**config.mk**
```make
export PLATFORM = sky130hd
export DESIGN_NAME = rng_wordbuf
export DESIGN_NICKNAME = d
export VERILOG_FILES = /design/src/rtl/rng_wordbuf_pkg.sv /design/src/rtl/rng_wordbuf_store.sv /design/src/rtl/rng_wordbuf_discard.sv /design/src/rtl/rng_wordbuf.sv
export SDC_FILE = /design/constraint.sdc
export NUM_CORES = 1
export LEC_CHECK = 0
export BUFFER_PORTS_ARGS = -buffer_cell sky130_fd_sc_hd__buf_2
export CORE_UTILIZATION = 47
export CTS_BUF_LIST = sky130_fd_sc_hd__clkbuf_8 sky130_fd_sc_hd__clkbuf_16
export DETAILED_ROUTE_END_ITERATION = 12
export GPL_ROUTABILITY_DRIVEN = 0
export GPL_TIMING_DRIVEN = 0
export PLACE_DENSITY_LB_ADDON = 0.12
export REMOVE_ABC_BUFFERS = 1
export SLEW_MARGIN = 20
export SYNTH_ARGS = -nofsm -noshare
export SYNTH_HDL_FRONTEND = slang
export SYNTH_SLANG_ARGS = --single-unit
```
**constraint.sdc**
```tcl
create_clock -name clk -period 2.3 [get_ports clk]
set_input_delay 0 -clock clk [delete_from_list [all_inputs] [get_ports clk]]
set_output_delay 0 -clock clk [all_outputs]
set_load 0.03 [all_outputs]
```
**src/rtl/rng_wordbuf_pkg.sv**
```systemverilog
package rng_wordbuf_pkg;

    // What the buffer does this cycle, in priority order
    typedef enum logic [1:0] {
        BUF_RUN      = 2'd0,
        BUF_IDLE     = 2'd1,
        BUF_SEED_ERR = 2'd2,
        BUF_SOFT_RST = 2'd3
    } buf_act_e;

endpackage

```
**src/rtl/rng_wordbuf_store.sv**
```systemverilog
module rng_wordbuf_store #(
    parameter int DATA_W = 32,
    parameter int DEPTH  = 4
) (
    input  logic              clk,
    input  logic              rst_n,
    input  logic              flush_i,
    input  logic              push_i,
    input  logic [DATA_W-1:0] wdata_i,
    input  logic              pop_i,
    output logic [DATA_W-1:0] head_o,
    output logic [$clog2(DEPTH+1)-1:0] count_o
);
    localparam int PTR_W = (DEPTH > 1) ? $clog2(DEPTH) : 1;
    localparam int CNT_W = $clog2(DEPTH + 1);

    typedef struct packed {
        logic [DEPTH-1:0][DATA_W-1:0] mem;
        logic [PTR_W-1:0]             rd_ptr;
        logic [PTR_W-1:0]             wr_ptr;
        logic [CNT_W-1:0]             count;
    } store_t;

    store_t st_d, st_q;

    function automatic logic [PTR_W-1:0] ptr_inc(input logic [PTR_W-1:0] p);
        return (p == PTR_W'(DEPTH - 1)) ? '0 : p + 1'b1;
    endfunction

    always_comb begin
        st_d = st_q;
        if (flush_i) begin
            st_d.rd_ptr = '0;
            st_d.wr_ptr = '0;
            st_d.count  = '0;
        end else begin
            if (push_i) begin
                st_d.mem[st_q.wr_ptr] = wdata_i;
                st_d.wr_ptr           = ptr_inc(st_q.wr_ptr);
            end
            if (pop_i) begin
                st_d.rd_ptr = ptr_inc(st_q.rd_ptr);
            end
            st_d.count = st_q.count + CNT_W'(push_i) - CNT_W'(pop_i);
        end
    end

    always_ff @(posedge clk or negedge rst_n) begin
        if (!rst_n) st_q <= '0;
        else        st_q <= st_d;
    end

    assign head_o  = st_q.mem[st_q.rd_ptr];
    assign count_o = st_q.count;


    no_underflow_chk: assert property (@(posedge clk) disable iff (!rst_n)
        !(pop_i && st_q.count == '0));

    no_overflow_chk: assert property (@(posedge clk) disable iff (!rst_n)
        push_i |-> (st_q.count < CNT_W'(DEPTH)));

    nonzero_store_chk: assert property (@(posedge clk) disable iff (!rst_n)
        push_i |-> (wdata_i != '0));

endmodule

```
**src/rtl/rng_wordbuf_discard.sv**
```systemverilog
module rng_wordbuf_discard
    import rng_wordbuf_pkg::*;
#(
    parameter int DISCARD_WORDS = 12
) (
    input  logic     clk,
    input  logic     rst_n,
    input  buf_act_e act_i,
    input  logic     rd_i,
    output logic     busy_o
);
    localparam int LEFT_W = $clog2(DISCARD_WORDS + 1);

    typedef struct packed {
        logic [LEFT_W-1:0] left;
    } disc_t;

    disc_t dc_d, dc_q;

    always_comb begin
        dc_d = dc_q;
        case (act_i)
            BUF_SEED_ERR: dc_d.left = LEFT_W'(DISCARD_WORDS);
            BUF_SOFT_RST: dc_d.left = '0;
            default: begin
                if (rd_i && dc_q.left != '0) dc_d.left = dc_q.left - 1'b1;
            end
        endcase
    end

    always_ff @(posedge clk or negedge rst_n) begin
        if (!rst_n) dc_q <= '0;
        else        dc_q <= dc_d;
    end

    assign busy_o = (dc_q.left != '0);


    discard_load_chk: assert property (@(posedge clk) disable iff (!rst_n)
        (act_i == BUF_SEED_ERR) |=> (dc_q.left == LEFT_W'(DISCARD_WORDS)));

    discard_step_chk: assert property (@(posedge clk) disable iff (!rst_n)
        (act_i == BUF_RUN && rd_i && busy_o) |=> (dc_q.left == $past(dc_q.left) - 1'b1));

    soft_clear_chk: assert property (@(posedge clk) disable iff (!rst_n)
        (act_i == BUF_SOFT_RST) |=> !busy_o);

endmodule

```
**src/rtl/rng_wordbuf.sv**
```systemverilog
module rng_wordbuf
    import rng_wordbuf_pkg::*;
#(
    parameter int DATA_W        = 32,
    parameter int DEPTH         = 4,
    parameter int DISCARD_WORDS = 12
) (
    input  logic              clk,
    input  logic              rst_n,
    input  logic              enable,
    input  logic              soft_rst,
    input  logic              seed_err,
    input  logic              in_valid,
    input  logic [DATA_W-1:0] in_data,
    output logic              in_ready,
    input  logic              rd_en,
    output logic [DATA_W-1:0] rd_data,
    output logic              data_ready
);
    localparam int CNT_W = $clog2(DEPTH + 1);

    typedef struct packed {
        logic drdy;
    } top_t;

    top_t      tp_d, tp_q;
    buf_act_e  act;
    logic      disc_busy;
    logic      push, pop, take;
    logic [DATA_W-1:0] head;
    logic [CNT_W-1:0]  fill_count;

    always_comb begin
        in_ready = enable && !soft_rst && !seed_err && !disc_busy &&
                   !tp_q.drdy && (fill_count < CNT_W'(DEPTH));
        take     = in_valid && in_ready;

        if (soft_rst)                               act = BUF_SOFT_RST;
        else if (seed_err || (take && in_data == '0)) act = BUF_SEED_ERR;
        else if (!enable)                           act = BUF_IDLE;
        else                                        act = BUF_RUN;

        push = (act == BUF_RUN) && take;
        pop  = (act == BUF_RUN) && rd_en && tp_q.drdy;

        tp_d = tp_q;
        if (act != BUF_RUN)                                tp_d.drdy = 1'b0;
        else if (push && fill_count == CNT_W'(DEPTH - 1)) tp_d.drdy = 1'b1;
        else if (pop && fill_count == CNT_W'(1))           tp_d.drdy = 1'b0;

        rd_data = (tp_q.drdy && !seed_err && !soft_rst) ? head : '0;
    end

    always_ff @(posedge clk or negedge rst_n) begin
        if (!rst_n) tp_q <= '0;
        else        tp_q <= tp_d;
    end

    assign data_ready = tp_q.drdy;

    rng_wordbuf_store #(.DATA_W(DATA_W), .DEPTH(DEPTH)) u_store (
        .clk     (clk),
        .rst_n   (rst_n),
        .flush_i (act != BUF_RUN),
        .push_i  (push),
        .wdata_i (in_data),
        .pop_i   (pop),
        .head_o  (head),
        .count_o (fill_count)
    );

    rng_wordbuf_discard #(.DISCARD_WORDS(DISCARD_WORDS)) u_discard (
        .clk    (clk),
        .rst_n  (rst_n),
        .act_i  (act),
        .rd_i   (rd_en),
        .busy_o (disc_busy)
    );


    ready_full_chk: assert property (@(posedge clk) disable iff (!rst_n)
        $rose(data_ready) |-> (fill_count == CNT_W'(DEPTH)));

    seed_flush_chk: assert property (@(posedge clk) disable iff (!rst_n)
        seed_err |=> (!data_ready && fill_count == '0));

    nonzero_read_chk: assert property (@(posedge clk) disable iff (!rst_n)
        (data_ready && rd_en && !seed_err && !soft_rst) |-> (rd_data != '0));

    disable_empty_chk: assert property (@(posedge clk) disable iff (!rst_n)
        !enable |=> (fill_count == '0 && !data_ready));

endmodule

```
== After elaboration in Yosys (flattened, before gate mapping) ==
Index checks and enable logic that the tools add are counted.

* Register bits after elaboration: 140
* Input bits: 39
* Word-level logic and storage cells: 74

* Bitwise operators: 1
* Add/sub/neg operators: 5
* Reductions and logical operators: 30
* Mux-type cells: 19
* Eq/ne operators: 6
* Magnitude comparators: 4

{| class="wikitable"
|+ Operators with widths
! kind !! number
|-
| bitwise mux 128 bit || 1
|-
| 2-to-1 mux 32 bit || 3
|-
| binary-select mux 32 bit (select 2 bit) || 1
|-
| demux 32 bit (select 2 bit) || 1
|-
| logical NOT 32 bit || 1
|-
| logical AND 1 bit || 16
|-
| 2-to-1 mux 2 bit || 6
|-
| equality test 2 bit, second input constant || 4
|-
| one-hot mux 4 bit (2 select lines) || 1
|-
| 2-to-1 mux 7 bit || 1
|-
| less-than comparator 2 x 3 -> 1 bit, second input constant || 2
|-
| nonzero test 2 bit || 3
|-
| nonzero test 3 bit || 2
|-
| adder 2 x 1 -> 2 bit, second input constant || 2
|-
| logical NOT 1 bit || 4
|-
| 2-to-1 mux 1 bit || 4
|-
| 2-to-1 mux 4 bit || 1
|-
| nonzero test 4 bit || 1
|-
| subtractor 4 x 1 -> 4 bit, second input constant || 1
|-
| adder 3 x 1 -> 3 bit || 1
|-
| equality test 3 x 1 -> 1 bit, second input constant || 1
|-
| equality test 3 x 2 -> 1 bit, second input constant || 1
|-
| less-than comparator 3 bit, second input constant || 1
|-
| subtractor 3 x 1 -> 3 bit || 1
|-
| other kinds (5) || 5
|}

== Depth between registers and ports, before layout ==
* Depth in word-level cells: 18
* Depth in mapped cells: 11
* Gate-level depth less buffers: 10

== By module ==
A second synthesis with hierarchy kept.

* Cells, all modules: 442
* Area total of the unflattened synthesis: 6806.5 um2

{| class="wikitable"
|+ Modules (own cells, without submodules)
! module !! cells an instance !! instances !! seq. area each (um2) !! area each (um2)
|-
| rng_wordbuf_store || 352 || 1 || 3378.2 || 6137.1
|-
| rng_wordbuf || 66 || 1 || 25.0 || 430.4
|-
| rng_wordbuf_discard || 24 || 1 || 100.1 || 239.0
|}

== Worst setup path before layout ==
Ideal clock, no wire load.

* Kind: reg-to-reg
* Start point: register u_discard.dc_q[0] in the netlist's numbering
* End point: register u_store.st_q (netlist bit u_store.count_o[1])
* Cell stages (with the launch flop): 11
* Setup slack: -48 ps
* Arrival: 2206 ps
* Required time: 2158 ps
* Buffers on the path: 1
* Path through: dfrtp_1 inv_1 ha_1 nor3b_1 and4_1 buf_2 o21ai_0 inv_1 ha_1 fa_1 nor3b_1

{| class="wikitable"
|+ RTL lines
! element !! line !! source
|-
| start: declaration || rng_wordbuf_discard.sv:18 || <nowiki>disc_t dc_d, dc_q;</nowiki>
|-
| start signal: assignment || rng_wordbuf_discard.sv:32 || <nowiki>if (!rst_n) dc_q <= '0;</nowiki>
|-
| start signal: assignment || rng_wordbuf_discard.sv:33 || <nowiki>else dc_q <= dc_d;</nowiki>
|-
| end signal: assignment || rng_wordbuf_store.sv:50 || <nowiki>else st_q <= st_d;</nowiki>
|-
| end: declaration || rng_wordbuf_store.sv:24 || <nowiki>store_t st_d, st_q;</nowiki>
|}

== Worst setup path in the final report ==
* Start point: register u_discard.dc_q[1] in the netlist's numbering
* End point: register u_store.st_q[121] in the netlist's numbering

* Longest elaborated chain between the ends: 13
* Elaborated cells on any way between the ends: 15

{| class="wikitable"
|+ Ends and longest elaborated chain
! element !! line !! source
|-
| nonzero test 4 bit (*) || rng_wordbuf_discard.sv:36 || <nowiki>assign busy_o = (dc_q.left != '0);</nowiki>
|-
| logical NOT 1 bit (*) || rng_wordbuf.sv:34 || <nowiki>in_ready = enable && !soft_rst && !seed_err && !disc_busy &&</nowiki>
|-
| logical AND 1 bit (*) (2 in a row) || rng_wordbuf.sv:34 ||
|-
| logical AND 1 bit (*) || rng_wordbuf.sv:35 || <nowiki>!tp_q.drdy && (fill_count < CNT_W'(DEPTH));</nowiki>
|-
| logical AND 1 bit (*) || rng_wordbuf.sv:36 || <nowiki>take = in_valid && in_ready;</nowiki>
|-
| logical AND 1 bit || rng_wordbuf.sv:39 || <nowiki>else if (seed_err || (take && in_data == '0)) act = BUF_SEED_ERR;</nowiki>
|-
| logical OR 1 bit || rng_wordbuf.sv:39 ||
|-
| 2-to-1 mux 2 bit || rng_wordbuf.sv:39 ||
|-
| 2-to-1 mux 2 bit || rng_wordbuf.sv:38 || <nowiki>if (soft_rst) act = BUF_SOFT_RST;</nowiki>
|-
| logical NOT 2 bit or nonzero test 2 bit (tied branches) || rng_wordbuf.sv:43, rng_wordbuf.sv:64 ||
|-
| logical AND 1 bit or NOT 1 bit (tied branches) || n/a ||
|-
| AND reduction 2 bit (no source line) (*) || n/a ||
|}

Every way passes the cells marked *; elsewhere a longest branch is shown, timed or not.
A chain may end at the register's enable or synchronous reset.

==> flow_metrics.tcl <==
set metrics [dict create \
    synth_top_cell_by_area "sky130_fd_sc_hd__dfrtp_1" \
    maxCapViolations 0 \
    placement.io_buffers 72 \
    cts_inserted_buffers 17 \
    register_area_share_after_synthesis_pct 51.1 \
    synth.cell_area_sq_mm 0.00685 \
    max-clock-path-buffers 2 \
    criticalPathCategory "register to register" \
    final.fill_count 1061 \
    max_stage_delay_ps 400 \
    fp.dieH_um 123 \
    first_pass_iteration_count_of_the_detailed_router 6 \
    worst_setup_hold_path_clk_slew_ps 60 \
    critical_path_arrival_ps 2530 \
    syn_avg_cell_area_sq_um 15.6 \
    gr-total-overflow 0 \
    leading_cell_type_in_the_layout_fill_and_taps_excluded "sky130_fd_sc_hd__dfrtp_1" \
    grt_first_pass_wirelength_um 24600 \
    drt_drc_violations_left 0 \
    power_per_cell_area_mw_per_mm2 699 \
    synth.yosys.warnings 0 \
    worst_ir_drop_vdd_v 0.000531 \
    timing.clock.skew_ps 4.17 \
    finalHoldViolations 0 \
    vias 4284 \
    io_pins 73 \
    drt-total-wl_um 15300 \
    vias_in_the_first_global_route 4493 \
    synth_largest_type_area_fraction_pct 51.1 \
    worst-slew-pin-transition_ps 698 \
    die_width_um 123 \
    clock_insertion_delay_worst_skew_ps 420 \
    tritoncts "built" \
    drtAntennaViolNets 0 \
    critical_path_sink_type "register" \
    synth_enable_flop_cells 0 \
    first_iter_violations 275 \
    synth.top_cells.by_area "sky130_fd_sc_hd__dfrtp_1, sky130_fd_sc_hd__mux2_2, sky130_fd_sc_hd__mux4_2, sky130_fd_sc_hd__mux2_4, sky130_fd_sc_hd__and3_1" \
    antenna_found_initial 1 \
    hpwlAfterDp_um 9180 \
    core_region_area_sq_mm 0.0140 \
    worstHoldPathType "primary input to register" \
    groute.usage.overall_pct 22.5 \
    max_slew_margin_pct 53.0 \
    commonest_non_fill_non_tap_cells_in_the_layout "sky130_fd_sc_hd__dfrtp_1, sky130_fd_sc_hd__mux2_2, sky130_fd_sc_hd__buf_2" \
    syn-instance-count 439 \
    number_of_register_bits_inferred_by_synthesis 140 \
    worstPathMaxFanout 15 \
    placementRows 43 \
    critical-path-slowest-cell "sky130_fd_sc_hd__dfrtp_1" \
    maximum_number_of_pins_on_one_net_before_global_route_repair 85 \
    clk_sink_count 140 \
    setup_total_negative_slack_ps 0 \
    layout_cells_sized_above_1_pct 52.6 \
    initial_core_util_pct 48.8 \
    floorplan.die_area_sq_mm 0.0151 \
    final_nets 614 \
    dominantRegCellSynth "sky130_fd_sc_hd__dfrtp_1" \
    ys_async_rst_share_pct 100 \
    cp-start-kind "register" \
    cts_root_buffer "sky130_fd_sc_hd__clkbuf_16" \
    htreeDepth 4 \
    layout-area-overhead-vs-synth_pct 26.9 \
    instances_no_fill 759 \
    setup_violations_final 0 \
    ys_types 40 \
    crit_path_setup_slack_layout_ps 75.0 \
    status "complete, no violations" \
    timing.critical_path.cells "inv_2 -> ha_4 -> nor3b_4 -> and4_4 -> buf_12 -> o211ai_4 -> clkbuf_16 -> buf_16 -> mux2_4" \
    critPathRequiredTime_ps 2600 \
    place_worst_setup_slack_ps -486 \
    average_routed_wire_per_standard_cell_um 20.2 \
    post-route-min-period_ps 2220 \
    report.final.slew_viol_count 0 \
    vias_per_cell 5.64 \
    fmax_ghz 0.449 \
    final_min_period_over_clock_period_pct 96.7 \
    leakage_nw 4.41 \
    numPlacedInstances 676 \
]
## what timing repair did
action / in CTS / in global routing
gates resized for setup: 7 / 7
pin swaps: 2 / 3
hold endpoints to repair: 277 / 0
setup buffers: 6 / 6
setup endpoints to repair: 127 / 82
hold buffers: 38 / 0
## power breakdown
| group | internal [W] | switching [W] | leakage (nW) |
|---|---|---|---|
| clock | 0.00165 | 0.000990 | 0.302 |
| combinational | 0.000450 | 0.000234 | 2.22 |
| sequential | 0.00266 | 0.0000997 | 1.90 |
## state kept, by name, indices dropped and copies added (netlist names)
name             cells
u_discard.dc_q       4
data_ready           1
u_store.count_o      3
u_store.st_q       132
## per-layer routing
metal	track usage, %	up-vias	part of all wire (%)
li1	-	1910	-
met1	30.2	2272	46
met2	35.7	86	49
met3	5.48	16	4.2
met4	7.70	0	1.3
met5	0	-	0
## Yosys cell counts (3+ instances only)
| master | number |
|---|---|
| sky130_fd_sc_hd__o211ai_4 | 4 |
| sky130_fd_sc_hd__dfrtp_1 | 140 |
| sky130_fd_sc_hd__buf_2 | 4 |
| sky130_fd_sc_hd__nand2_1 | 7 |
| sky130_fd_sc_hd__and3_1 | 33 |
| sky130_fd_sc_hd__clkbuf_1 | 11 |
| sky130_fd_sc_hd__nor3b_1 | 3 |
| sky130_fd_sc_hd__inv_1 | 10 |
| sky130_fd_sc_hd__nor3_1 | 6 |
| sky130_fd_sc_hd__mux2_2 | 88 |
| sky130_fd_sc_hd__mux4_2 | 32 |
| sky130_fd_sc_hd__buf_6 | 12 |
| sky130_fd_sc_hd__nor4_1 | 9 |
| sky130_fd_sc_hd__a21oi_1 | 3 |
| sky130_fd_sc_hd__ha_1 | 9 |
| sky130_fd_sc_hd__xnor2_1 | 3 |
| sky130_fd_sc_hd__nor2_1 | 3 |
| sky130_fd_sc_hd__mux2_4 | 40 |
## stage by stage
stage	utilization, %	instance area, sq um	hold slack [ps]	power [W]
finish	61.9	8690	30.2	0.00608
global route	61.9	8690	42.2	0.00632
CTS	61.2	8600	14.1	0.00613
detailed placement	53.9	7570	-46.5	0.00341
global placement	51.6	7240	223	0.00336
floorplan	-	6660	-296	0.00319
## logic make-up (layout without fill, tap and decap cells)
family	after synthesis	after routing	share of synthesized area, %
AOI/OAI and AO/OA	16	16	2.50
xor gates and xnor gates	3	3	0.383
adders and majority gates	10	10	1.94
buffers and inverters	37	176	3.41
DFF	140	140	51.1
muxes	161	161	33.9
other	0	1	0
and+or+nand+nor	72	72	6.77
## critical path: cells and delay by family, from the launching register on
family | cells | cell delay [ps]
buf+inv | 4 | 580
simple gates | 2 | 510
flops | 1 | 400
mux | 1 | 300
fa+ha+maj | 1 | 150
compound gates | 1 | 150
## path summary, 6_finish.rpt
check / to / slack (ps) / start / depth (start not counted)
max in group asynchronous: u_store.st_q[99] / 1450 / rst_n / 3
setup / recovery: u_store.st_q[121] / 80 / u_discard.dc_q[1] / 9
min in group asynchronous: u_store.st_q[16] / 90 / rst_n / 2
setup reg to reg: u_store.st_q[121] / 80 / u_discard.dc_q[1] / 9
hold / removal: u_store.st_q[4] / 30 / in_valid / 4
hold reg to reg: u_store.st_q[109] / 500 / u_store.st_q[109] / 1
## area by class of cell
type,count,area [sq um],area share (%)
diodes,1,2.50,0.0288
clock inverters,12,106,1.22
flip-flops and latches,140,3510,40.4
well taps,180,225,2.59
repair buffers,134,1180,13.6
clock buffers,20,467,5.37
multi-input cells,262,3160,36.4
inverters,10,37.5,0.432
Note: power is estimated with default switching activity, not from simulation.
